--- src/rtl/exc_pkg.sv ---
`timescale 1ns/1ps
package exc_pkg;

    localparam int XW      = 32;
    localparam int ASID_W  = 8;
    localparam int VPN2_W  = 19;
    localparam int SRS_W   = 4;
    localparam int COP_W   = 2;
    localparam int CODE_W  = 5;
    localparam int EBH_W   = 18;
    localparam int PTE_W   = 9;
    localparam int NUM_FAULTS = 15;
    localparam int KIND_W  = $clog2(NUM_FAULTS);

    typedef enum logic [KIND_W-1:0] {
        FK_RESET       = 4'd0,
        FK_ADDR_LD     = 4'd1,
        FK_ADDR_ST     = 4'd2,
        FK_ITLB_REFILL = 4'd3,
        FK_ITLB_INV    = 4'd4,
        FK_DTLB_REFILL = 4'd5,
        FK_DTLB_INV    = 4'd6,
        FK_TLB_MOD     = 4'd7,
        FK_SYSCALL     = 4'd8,
        FK_BREAK       = 4'd9,
        FK_RSVD        = 4'd10,
        FK_COP         = 4'd11,
        FK_ARITH       = 4'd12,
        FK_TRAP        = 4'd13,
        FK_INTR        = 4'd14
    } fault_kind_e;

    typedef enum logic [2:0] {
        RS_STATUS  = 3'd0,
        RS_CAUSE   = 3'd1,
        RS_EPC     = 3'd2,
        RS_BADVA   = 3'd3,
        RS_MISSKEY = 3'd4,
        RS_CONTEXT = 3'd5,
        RS_SHADOW  = 3'd6,
        RS_BASE    = 3'd7
    } reg_sel_e;

    typedef struct packed {
        logic cu1;
        logic bev;
        logic exl;
    } status_t;

    typedef struct packed {
        logic              bd;
        logic [COP_W-1:0]  ce;
        logic              iv;
        logic [CODE_W-1:0] code;
    } cause_t;

    typedef struct packed {
        logic [VPN2_W-1:0] vpn2;
        logic [ASID_W-1:0] asid;
    } misskey_t;

    typedef struct packed {
        logic [PTE_W-1:0]  ptebase;
        logic [VPN2_W-1:0] badvpn2;
    } context_t;

    typedef struct packed {
        logic [SRS_W-1:0] ess;
        logic [SRS_W-1:0] pss;
        logic [SRS_W-1:0] css;
    } shadow_t;

    typedef struct packed {
        status_t          status;
        cause_t           cause;
        logic [XW-1:0]    epc;
        logic [XW-1:0]    badva;
        misskey_t         misskey;
        context_t         ctx;
        shadow_t          shadow;
        logic [EBH_W-1:0] ebase_hi;
        logic             redir_v;
        logic [XW-1:0]    pc;
        logic [XW-1:0]    npc;
        logic [XW-1:0]    nnpc;
    } ctl_state_t;

    function automatic logic [CODE_W-1:0] fault_code(fault_kind_e k);
        case (k)
            FK_TLB_MOD:                  fault_code = 5'h01;
            FK_ITLB_REFILL, FK_ITLB_INV: fault_code = 5'h02;
            FK_DTLB_REFILL, FK_DTLB_INV: fault_code = 5'h03;
            FK_ADDR_LD:                  fault_code = 5'h04;
            FK_ADDR_ST:                  fault_code = 5'h05;
            FK_SYSCALL:                  fault_code = 5'h08;
            FK_BREAK:                    fault_code = 5'h09;
            FK_RSVD, FK_INTR:            fault_code = 5'h0A;
            FK_COP:                      fault_code = 5'h0B;
            FK_ARITH:                    fault_code = 5'h0C;
            FK_TRAP:                     fault_code = 5'h0D;
            default:                     fault_code = 5'h00;
        endcase
    endfunction

    function automatic logic is_tlb_kind(fault_kind_e k);
        is_tlb_kind = (k == FK_ITLB_REFILL) || (k == FK_ITLB_INV) ||
                      (k == FK_DTLB_REFILL) || (k == FK_DTLB_INV) ||
                      (k == FK_TLB_MOD);
    endfunction

    function automatic logic is_refill_kind(fault_kind_e k);
        is_refill_kind = (k == FK_ITLB_REFILL) || (k == FK_DTLB_REFILL);
    endfunction

endpackage

--- src/rtl/exc_prio_enc.sv ---
`timescale 1ns/1ps
module exc_prio_enc #(
    parameter int N = 15,
    localparam int IW = (N > 1) ? $clog2(N) : 1
) (
    input  logic [N-1:0]  req,
    output logic          any,
    output logic [IW-1:0] idx
);
    // Lowest set position wins: scan from the top so the last hit is the lowest.
    always_comb begin
        any = |req;
        idx = '0;
        for (int i = N - 1; i >= 0; i--) begin
            if (req[i]) idx = IW'(i);
        end
    end
endmodule

--- src/rtl/exc_slot_detect.sv ---
`timescale 1ns/1ps
module exc_slot_detect #(
    parameter int XW   = 32,
    parameter int STEP = 4
) (
    input  logic [XW-1:0] pc,
    input  logic [XW-1:0] npc,
    output logic          in_slot,
    output logic [XW-1:0] ret_addr
);
    logic [XW-1:0] seq_next;

    always_comb begin
        seq_next = pc + XW'(STEP);
        in_slot  = (seq_next != npc);
        ret_addr = in_slot ? (pc - XW'(STEP)) : pc;
    end
endmodule

--- src/rtl/exc_vector_sel.sv ---
`timescale 1ns/1ps
module exc_vector_sel
    import exc_pkg::*;
#(
    parameter logic [XW-1:0] ARITH_BOOT_VEC = 32'hBFC0_0200,
    parameter logic [XW-1:0] GEN_OFS        = 32'h0000_0180,
    parameter logic [XW-1:0] INTR_OFS       = 32'h0000_0200
) (
    input  fault_kind_e   kind,
    input  logic          exl_prev,
    input  logic          bev,
    input  logic          iv,
    input  logic [XW-1:0] base,
    output logic [XW-1:0] vec
);
    always_comb begin
        vec = base + GEN_OFS;
        if (is_refill_kind(kind) && !exl_prev) begin
            vec = base;
        end else if (kind == FK_INTR && iv) begin
            vec = base + INTR_OFS;
        end else if (kind == FK_ARITH && bev) begin
            vec = ARITH_BOOT_VEC;
        end
    end
endmodule

--- src/rtl/exc_entry_ctrl.sv ---
`timescale 1ns/1ps
module exc_entry_ctrl
    import exc_pkg::*;
#(
    parameter logic [XW-1:0] RESET_VEC      = 32'hBFC0_0000,
    parameter logic [XW-1:0] ARITH_BOOT_VEC = 32'hBFC0_0200,
    parameter int            STEP           = 4
) (
    input  logic                  clk,
    input  logic                  rst_n,
    input  logic [NUM_FAULTS-1:0] flt_req,
    input  logic [XW-1:0]         flt_pc,
    input  logic [XW-1:0]         flt_npc,
    input  logic [XW-1:0]         flt_badva,
    input  logic [ASID_W-1:0]     flt_asid,
    input  logic [COP_W-1:0]      flt_cop,
    input  logic                  sw_we,
    input  logic [2:0]            sw_sel,
    input  logic [XW-1:0]         sw_wdata,
    output logic [XW-1:0]         sw_rdata,
    output logic                  redir_valid,
    output logic [XW-1:0]         redir_pc,
    output logic [XW-1:0]         redir_npc,
    output logic [XW-1:0]         redir_nnpc
);
    localparam int PAGE_LSB = XW - VPN2_W;

    ctl_state_t cur_q, nxt_d;

    logic              take;
    logic [KIND_W-1:0] kind_idx;
    fault_kind_e       kind;
    logic              in_slot;
    logic [XW-1:0]     ret_addr;
    logic [XW-1:0]     base;
    logic [XW-1:0]     vec;

    exc_prio_enc #(.N(NUM_FAULTS)) u_prio (
        .req (flt_req),
        .any (take),
        .idx (kind_idx)
    );

    assign kind = fault_kind_e'(kind_idx);
    assign base = {2'b10, cur_q.ebase_hi, 12'h000};

    exc_slot_detect #(.XW(XW), .STEP(STEP)) u_slot (
        .pc       (flt_pc),
        .npc      (flt_npc),
        .in_slot  (in_slot),
        .ret_addr (ret_addr)
    );

    exc_vector_sel #(.ARITH_BOOT_VEC(ARITH_BOOT_VEC)) u_vec (
        .kind     (kind),
        .exl_prev (cur_q.status.exl),
        .bev      (cur_q.status.bev),
        .iv       (cur_q.cause.iv),
        .base     (base),
        .vec      (vec)
    );

    // Next-state computation: fault entry takes precedence over software writes.
    always_comb begin
        nxt_d         = cur_q;
        nxt_d.redir_v = 1'b0;
        if (take) begin
            nxt_d.redir_v = 1'b1;
            if (kind == FK_RESET) begin
                nxt_d.pc         = RESET_VEC;
                nxt_d.npc        = RESET_VEC + XW'(STEP);
                nxt_d.nnpc       = RESET_VEC + XW'(2 * STEP);
                nxt_d.status.cu1 = 1'b1;
            end else begin
                if (!cur_q.status.exl && !cur_q.status.bev) begin
                    nxt_d.shadow.pss = cur_q.shadow.css;
                    nxt_d.shadow.css = cur_q.shadow.ess;
                end
                nxt_d.status.exl = 1'b1;
                nxt_d.epc        = ret_addr;
                nxt_d.cause.bd   = in_slot;
                nxt_d.cause.code = fault_code(kind);
                nxt_d.cause.ce   = (kind == FK_COP) ? flt_cop : '0;
                if (is_tlb_kind(kind) || kind == FK_ADDR_LD || kind == FK_ADDR_ST) begin
                    nxt_d.badva = flt_badva;
                end
                if (is_tlb_kind(kind)) begin
                    nxt_d.misskey.vpn2  = flt_badva[XW-1:PAGE_LSB];
                    nxt_d.misskey.asid  = flt_asid;
                    nxt_d.ctx.badvpn2   = flt_badva[XW-1:PAGE_LSB];
                end
                nxt_d.pc   = vec;
                nxt_d.npc  = vec + XW'(STEP);
                nxt_d.nnpc = vec + XW'(2 * STEP);
            end
        end else if (sw_we) begin
            case (reg_sel_e'(sw_sel))
                RS_STATUS: begin
                    nxt_d.status.cu1 = sw_wdata[29];
                    nxt_d.status.bev = sw_wdata[22];
                    nxt_d.status.exl = sw_wdata[1];
                end
                RS_CAUSE:   nxt_d.cause.iv = sw_wdata[23];
                RS_EPC:     nxt_d.epc = sw_wdata;
                RS_MISSKEY: begin
                    nxt_d.misskey.vpn2 = sw_wdata[XW-1:PAGE_LSB];
                    nxt_d.misskey.asid = sw_wdata[ASID_W-1:0];
                end
                RS_CONTEXT: nxt_d.ctx.ptebase = sw_wdata[XW-1:XW-PTE_W];
                RS_SHADOW: begin
                    nxt_d.shadow.ess = sw_wdata[15:12];
                    nxt_d.shadow.pss = sw_wdata[9:6];
                    nxt_d.shadow.css = sw_wdata[3:0];
                end
                RS_BASE:    nxt_d.ebase_hi = sw_wdata[29:12];
                default:    nxt_d = nxt_d;
            endcase
        end
    end

    always_ff @(posedge clk or negedge rst_n) begin
        if (!rst_n) begin
            cur_q            <= '0;
            cur_q.status.bev <= 1'b1;
        end else begin
            cur_q <= nxt_d;
        end
    end

    // Software read view.
    always_comb begin
        sw_rdata = '0;
        case (reg_sel_e'(sw_sel))
            RS_STATUS: begin
                sw_rdata[29] = cur_q.status.cu1;
                sw_rdata[22] = cur_q.status.bev;
                sw_rdata[1]  = cur_q.status.exl;
            end
            RS_CAUSE: begin
                sw_rdata[31]    = cur_q.cause.bd;
                sw_rdata[29:28] = cur_q.cause.ce;
                sw_rdata[23]    = cur_q.cause.iv;
                sw_rdata[6:2]   = cur_q.cause.code;
            end
            RS_EPC:     sw_rdata = cur_q.epc;
            RS_BADVA:   sw_rdata = cur_q.badva;
            RS_MISSKEY: begin
                sw_rdata[XW-1:PAGE_LSB] = cur_q.misskey.vpn2;
                sw_rdata[ASID_W-1:0]    = cur_q.misskey.asid;
            end
            RS_CONTEXT: begin
                sw_rdata[XW-1:XW-PTE_W] = cur_q.ctx.ptebase;
                sw_rdata[22:4]          = cur_q.ctx.badvpn2;
            end
            RS_SHADOW: begin
                sw_rdata[15:12] = cur_q.shadow.ess;
                sw_rdata[9:6]   = cur_q.shadow.pss;
                sw_rdata[3:0]   = cur_q.shadow.css;
            end
            RS_BASE:    sw_rdata = base;
            default:    sw_rdata = '0;
        endcase
    end

    assign redir_valid = cur_q.redir_v;
    assign redir_pc    = cur_q.pc;
    assign redir_npc   = cur_q.npc;
    assign redir_nnpc  = cur_q.nnpc;

endmodule

--- config.mk ---
export PLATFORM = sky130hd
export DESIGN_NAME = exc_entry_ctrl
export DESIGN_NICKNAME = d
export VERILOG_FILES = /design/src/rtl/exc_pkg.sv /design/src/rtl/exc_prio_enc.sv /design/src/rtl/exc_slot_detect.sv /design/src/rtl/exc_vector_sel.sv /design/src/rtl/exc_entry_ctrl.sv
export SDC_FILE = /design/constraint.sdc
export NUM_CORES = 1
export LEC_CHECK = 0
export BUFFER_PORTS_ARGS = -buffer_cell sky130_fd_sc_hd__buf_2
export CAP_MARGIN = 20
export CORE_MARGIN = 2
export CORE_UTILIZATION = 25
export CTS_BUF_LIST = sky130_fd_sc_hd__clkbuf_8
export DETAILED_ROUTE_END_ITERATION = 7
export GPL_TIMING_DRIVEN = 1
export SYNTH_ARGS = -nofsm -noshare
export SYNTH_HDL_FRONTEND = slang
export SYNTH_SLANG_ARGS = --single-unit
--- constraint.sdc ---
create_clock -name clk -period 2.4 [get_ports clk]
set_input_delay 0.12 -clock clk [delete_from_list [all_inputs] [get_ports clk]]
set_output_delay 0.12 -clock clk [all_outputs]
set_load 0.02 [all_outputs]
==> summary.md <==
| Metric | Value |
|---|---|
| Reg power frac | `between 40% and 50%` |
| Die X-Extent | `about 220 microns` |
| CTS max path bufs | `2` |
| Worst EP required | `2780 ps` |
| Net Sw Frac | `a little over a third` |
| Routed WL per cell | `just under 20 microns` |
| Final hold vios | `0` |
| Slew Viols, Final | `0` |
| Failing checks | `setup timing` |
| DR pass1 iterations | `5` |
| Max-Slew Margin vs Limit | `around half` |
| Final WL | `~43 mm` |
| Crit path cell chain | `buf_6 -> or4_4 -> or4_4 -> nor3_4 -> nand2_2 -> or4_4 -> or3_4 -> or4_4 -> nor3b_2 -> xnor2_1 -> o22ai_1` |
| Inst Count DP | `about 2,100` |
| Setup violators final | `5` |
| Via/cell ratio | `a little under 5` |
| FF+latch area | `between 4000 and 5000 sq um` |
| Avg Synthesized Cell Area | `approximately 9 sq um` |
| Crit. End Element | `flop` |
| Count of cell types in the netlist | `just under 80` |
| Multi-input logic area | `roughly 6100 sq um` |
| CP peak stage delay | `roughly 530 ps` |
| Clk_lat worst skew | `about 500 ps` |
| LEAKAGE | `just over 7 nW` |
| CTS clk-pin slew, worst paths | `roughly 110 ps` |
| Post-synth ARST share | `100%` |
| Gpl congestion | `slightly below 0.9` |
| Synth warn | `0` |
| Final worst path period share | `114%` |
| First-pass GRT wire length | `roughly 64 mm` |
| Initial core utilization | `25.3%` |
| Post-synth top area cell | `dfrtp_1` |
| Seq cells post-synth | `182` |
| Status | `finished with violations` |
| WP data arrival | `between 3000 and 4000 ps` |
| Number of flops mapped to enable cells by yosys | `0` |
| Main flop type after synthesis | `dfrtp_1` |
| Total number of vias | `11,000` |
| DRT iter0 DRCs | `around 840` |
| Top delay family on crit path | `simple AND/OR/NAND/NOR gates` |
| Setup ws final | `-345 ps` |
| Max Clock Freq | `approximately 360 MHz` |
| Initial antenna violation count | `4` |
| Row cnt | `~80` |
| Hpwl dp | `33.7 mm` |
| Core Box Area | `approximately 45,000 sq um` |
| Tot GR Track Use | `around 18%` |
| Finished Layout Cells | `~2,300` |
| Pwr Density | `roughly 540 nW/um^2` |
| Logic pwr share | `about 28%` |
| P&R area growth vs syn | `36.1%` |
| Sw Pwr | `slightly below 0.003 W` |
| Top cells by count, synth | `dfrtp_1, nand2_1, buf_4, o21ai_0, nor2_1` |
| Clk sinks | `about 180` |
| Synth Instances | `~1,200` |
| Setup CP Type | `in2reg` |
| Top-count cell post-synth | `dfrtp_1` |
| Die H | `approximately 220 microns` |
| VDD IR-drop max | `between 300 and 400 uV` |
| Root Driver | `clkbuf_8` |
| Share of cells above drive strength 1 | `37.2%` |
| # Max-Cap Violations | `0` |
| Sequential cell area fraction in the yosys report | `about two fifths` |
| Port bufs | `around 260` |
| Worst path slowest cell | `or4_4` |
| Largest net degree at the start of global routing | `63` |
| Total power | `approximately 0.0084 W` |
| Number of remaining DRC errors | `0` |
| Num CTS Buffers | `17` |
| CP bufs+invs | `1` |
| I/O pin total | `288` |
| Synth top area share | `between 30% and 40%` |
| Final antenna-violating net count | `0` |
| Vias in the first global route | `~11,000` |
| Worst-margin pin slew | `a little under 800 ps` |
| Netlist Area Pre-Place | `around 11,000 sq um` |
| Tmin final | `2750 ps` |
| Layout net count | `1,804` |
| Worst hold path type | `in2reg` |
| Fin util | `34.4%` |
| Synth top area cells | `dfrtp_1, mux2_2, buf_4, nand2_1, o21ai_0` |
| Top cell by count, worst path | `or4_4` |
| Setup Skew | `18.5 ps` |
| Number of fill cells | `around 4,600` |
| RSZ-0062 raised after global routing | `yes` |
| CTS tree | `yes` |
| CTS H-tree lvls | `4` |
| GR Overflow Total | `0` |
| Startpoint class of the critical path | `primary input` |
| Clock network power share | `around a quarter` |
| P_int | `around 0.0055 W` |
| Crit path max fanout | `3` |
| Die area | `47,700 sq um` |
power groups by stage:
stage | clock network (W) | logic (W) | registers, W
after CTS | 0.00212 | 0.00235 | 0.00394
after global routing | 0.00224 | 0.00261 | 0.00400
after floorplan | 0 | 0.00146 | 0.00383
after detailed placement | 0 | 0.00224 | 0.00400
final | 0.00208 | 0.00239 | 0.00394
after global placement | 0 | 0.00221 | 0.00398
registers in the layout, summed over array words and instances, names as in the netlist:
name and flops:
base 18, cur_q 142, redir_valid 1, redir_pc 20, redir_npc 1
tightest hold or removal path, stage by stage:
cell and delay [ps]:
buf_6 70, buf_6 120, xor2_2 70, o22ai_1 100
final timing paths:
check                                  startpoint                  endpoint  slack (ps)  cells after the start
max                                    flt_pc[12]    cur_q[244]$_DFFE_PN0P_        -350                     11
min                                    flt_pc[14]    cur_q[228]$_DFFE_PN0P_          40                      4
max reg2reg                cur_q[256]$_DFFE_PN1P_  redir_pc[13]$_DFFE_PN0N_         950                      4
min reg2reg                cur_q[160]$_DFFE_PN0P_    cur_q[160]$_DFFE_PN0P_         490                      2
max in group asynchronous                   rst_n  redir_pc[13]$_DFFE_PN0N_        1360                      3
min in group asynchronous                   rst_n     redir_valid$_DFF_PN0_         210                      2
through the flow:
stage | setup TNS [ps] | hold slack [ps] | setup slack, ps | instance area, sq um
6_report | -697 | 39.3 | -345 | 15600
5_1_grt | -1140 | 35.5 | -380 | 15600
4_1_cts | -1600 | 31.1 | -311 | 15400
3_5_place_dp | -38410 | 170 | -898 | 14100
3_3_place_gp | -32340 | 171 | -845 | 14100
2_1_floorplan | -11400 | -176 | -760 | 11800
layer usage:
metal	wire length (microns)	up-vias	global-route usage, %
li1	-	5131	-
met1	19600	5372	24.5
met2	20100	434	28.6
met3	2270	65	2.34
met4	1250	2	6.49
met5	13	-	0
layout make-up:
cell class | instances | share of cell area, %
multi-input cells | 897 | 39.2
flip-flops and latches | 182 | 29.1
inverters | 15 | 0.360
diodes | 2 | 0.0320
well taps | 600 | 4.80
clock inverters | 14 | 0.864
repair buffers | 525 | 24.0
clock buffers | 18 | 1.58
cell families after synthesis:
kind of cell | count (synthesis) | synth area share [%]
XOR/XNOR | 60 | 4.58
AO/OA/AOI/OAI | 281 | 15.8
AND/OR/NAND/NOR | 406 | 17.3
other | 1 | 0.0327
adder cells (fa/ha/maj) | 7 | 0.763
buffers and inverters | 197 | 10.7
flip-flops | 182 | 39.7
multiplexers | 115 | 11.1
cell usage in the layout (no fill, tap or decap), types with 14 or more instances in the layout:
cell             n
a22o_1          22
conb_1          28
dlygate4sd3_1   78
buf_2          250
xnor2_1         35
nor2_1          74
nand4_1         21
xor2_1          20
o22ai_1         18
o21ai_0         83
nand2_1        149
mux2i_1         41
nand3_1         42
buf_4          164
dfrtp_1        181
clkbuf_8        18
buf_6           16
a22oi_1         18
inv_1           14
mux2_2          61
a21boi_0        16
a21oi_1         52
repair_timing:
item,4_1_cts,5_1_grt
setup buffers,13,8
hold buffers,77,1
hold endpoints to repair,172,1
pin swaps,12,15
setup endpoints to repair,26,30
gates resized for setup,14,38
gates cloned,1,0
Note: power is estimated with default switching activity, not from simulation.
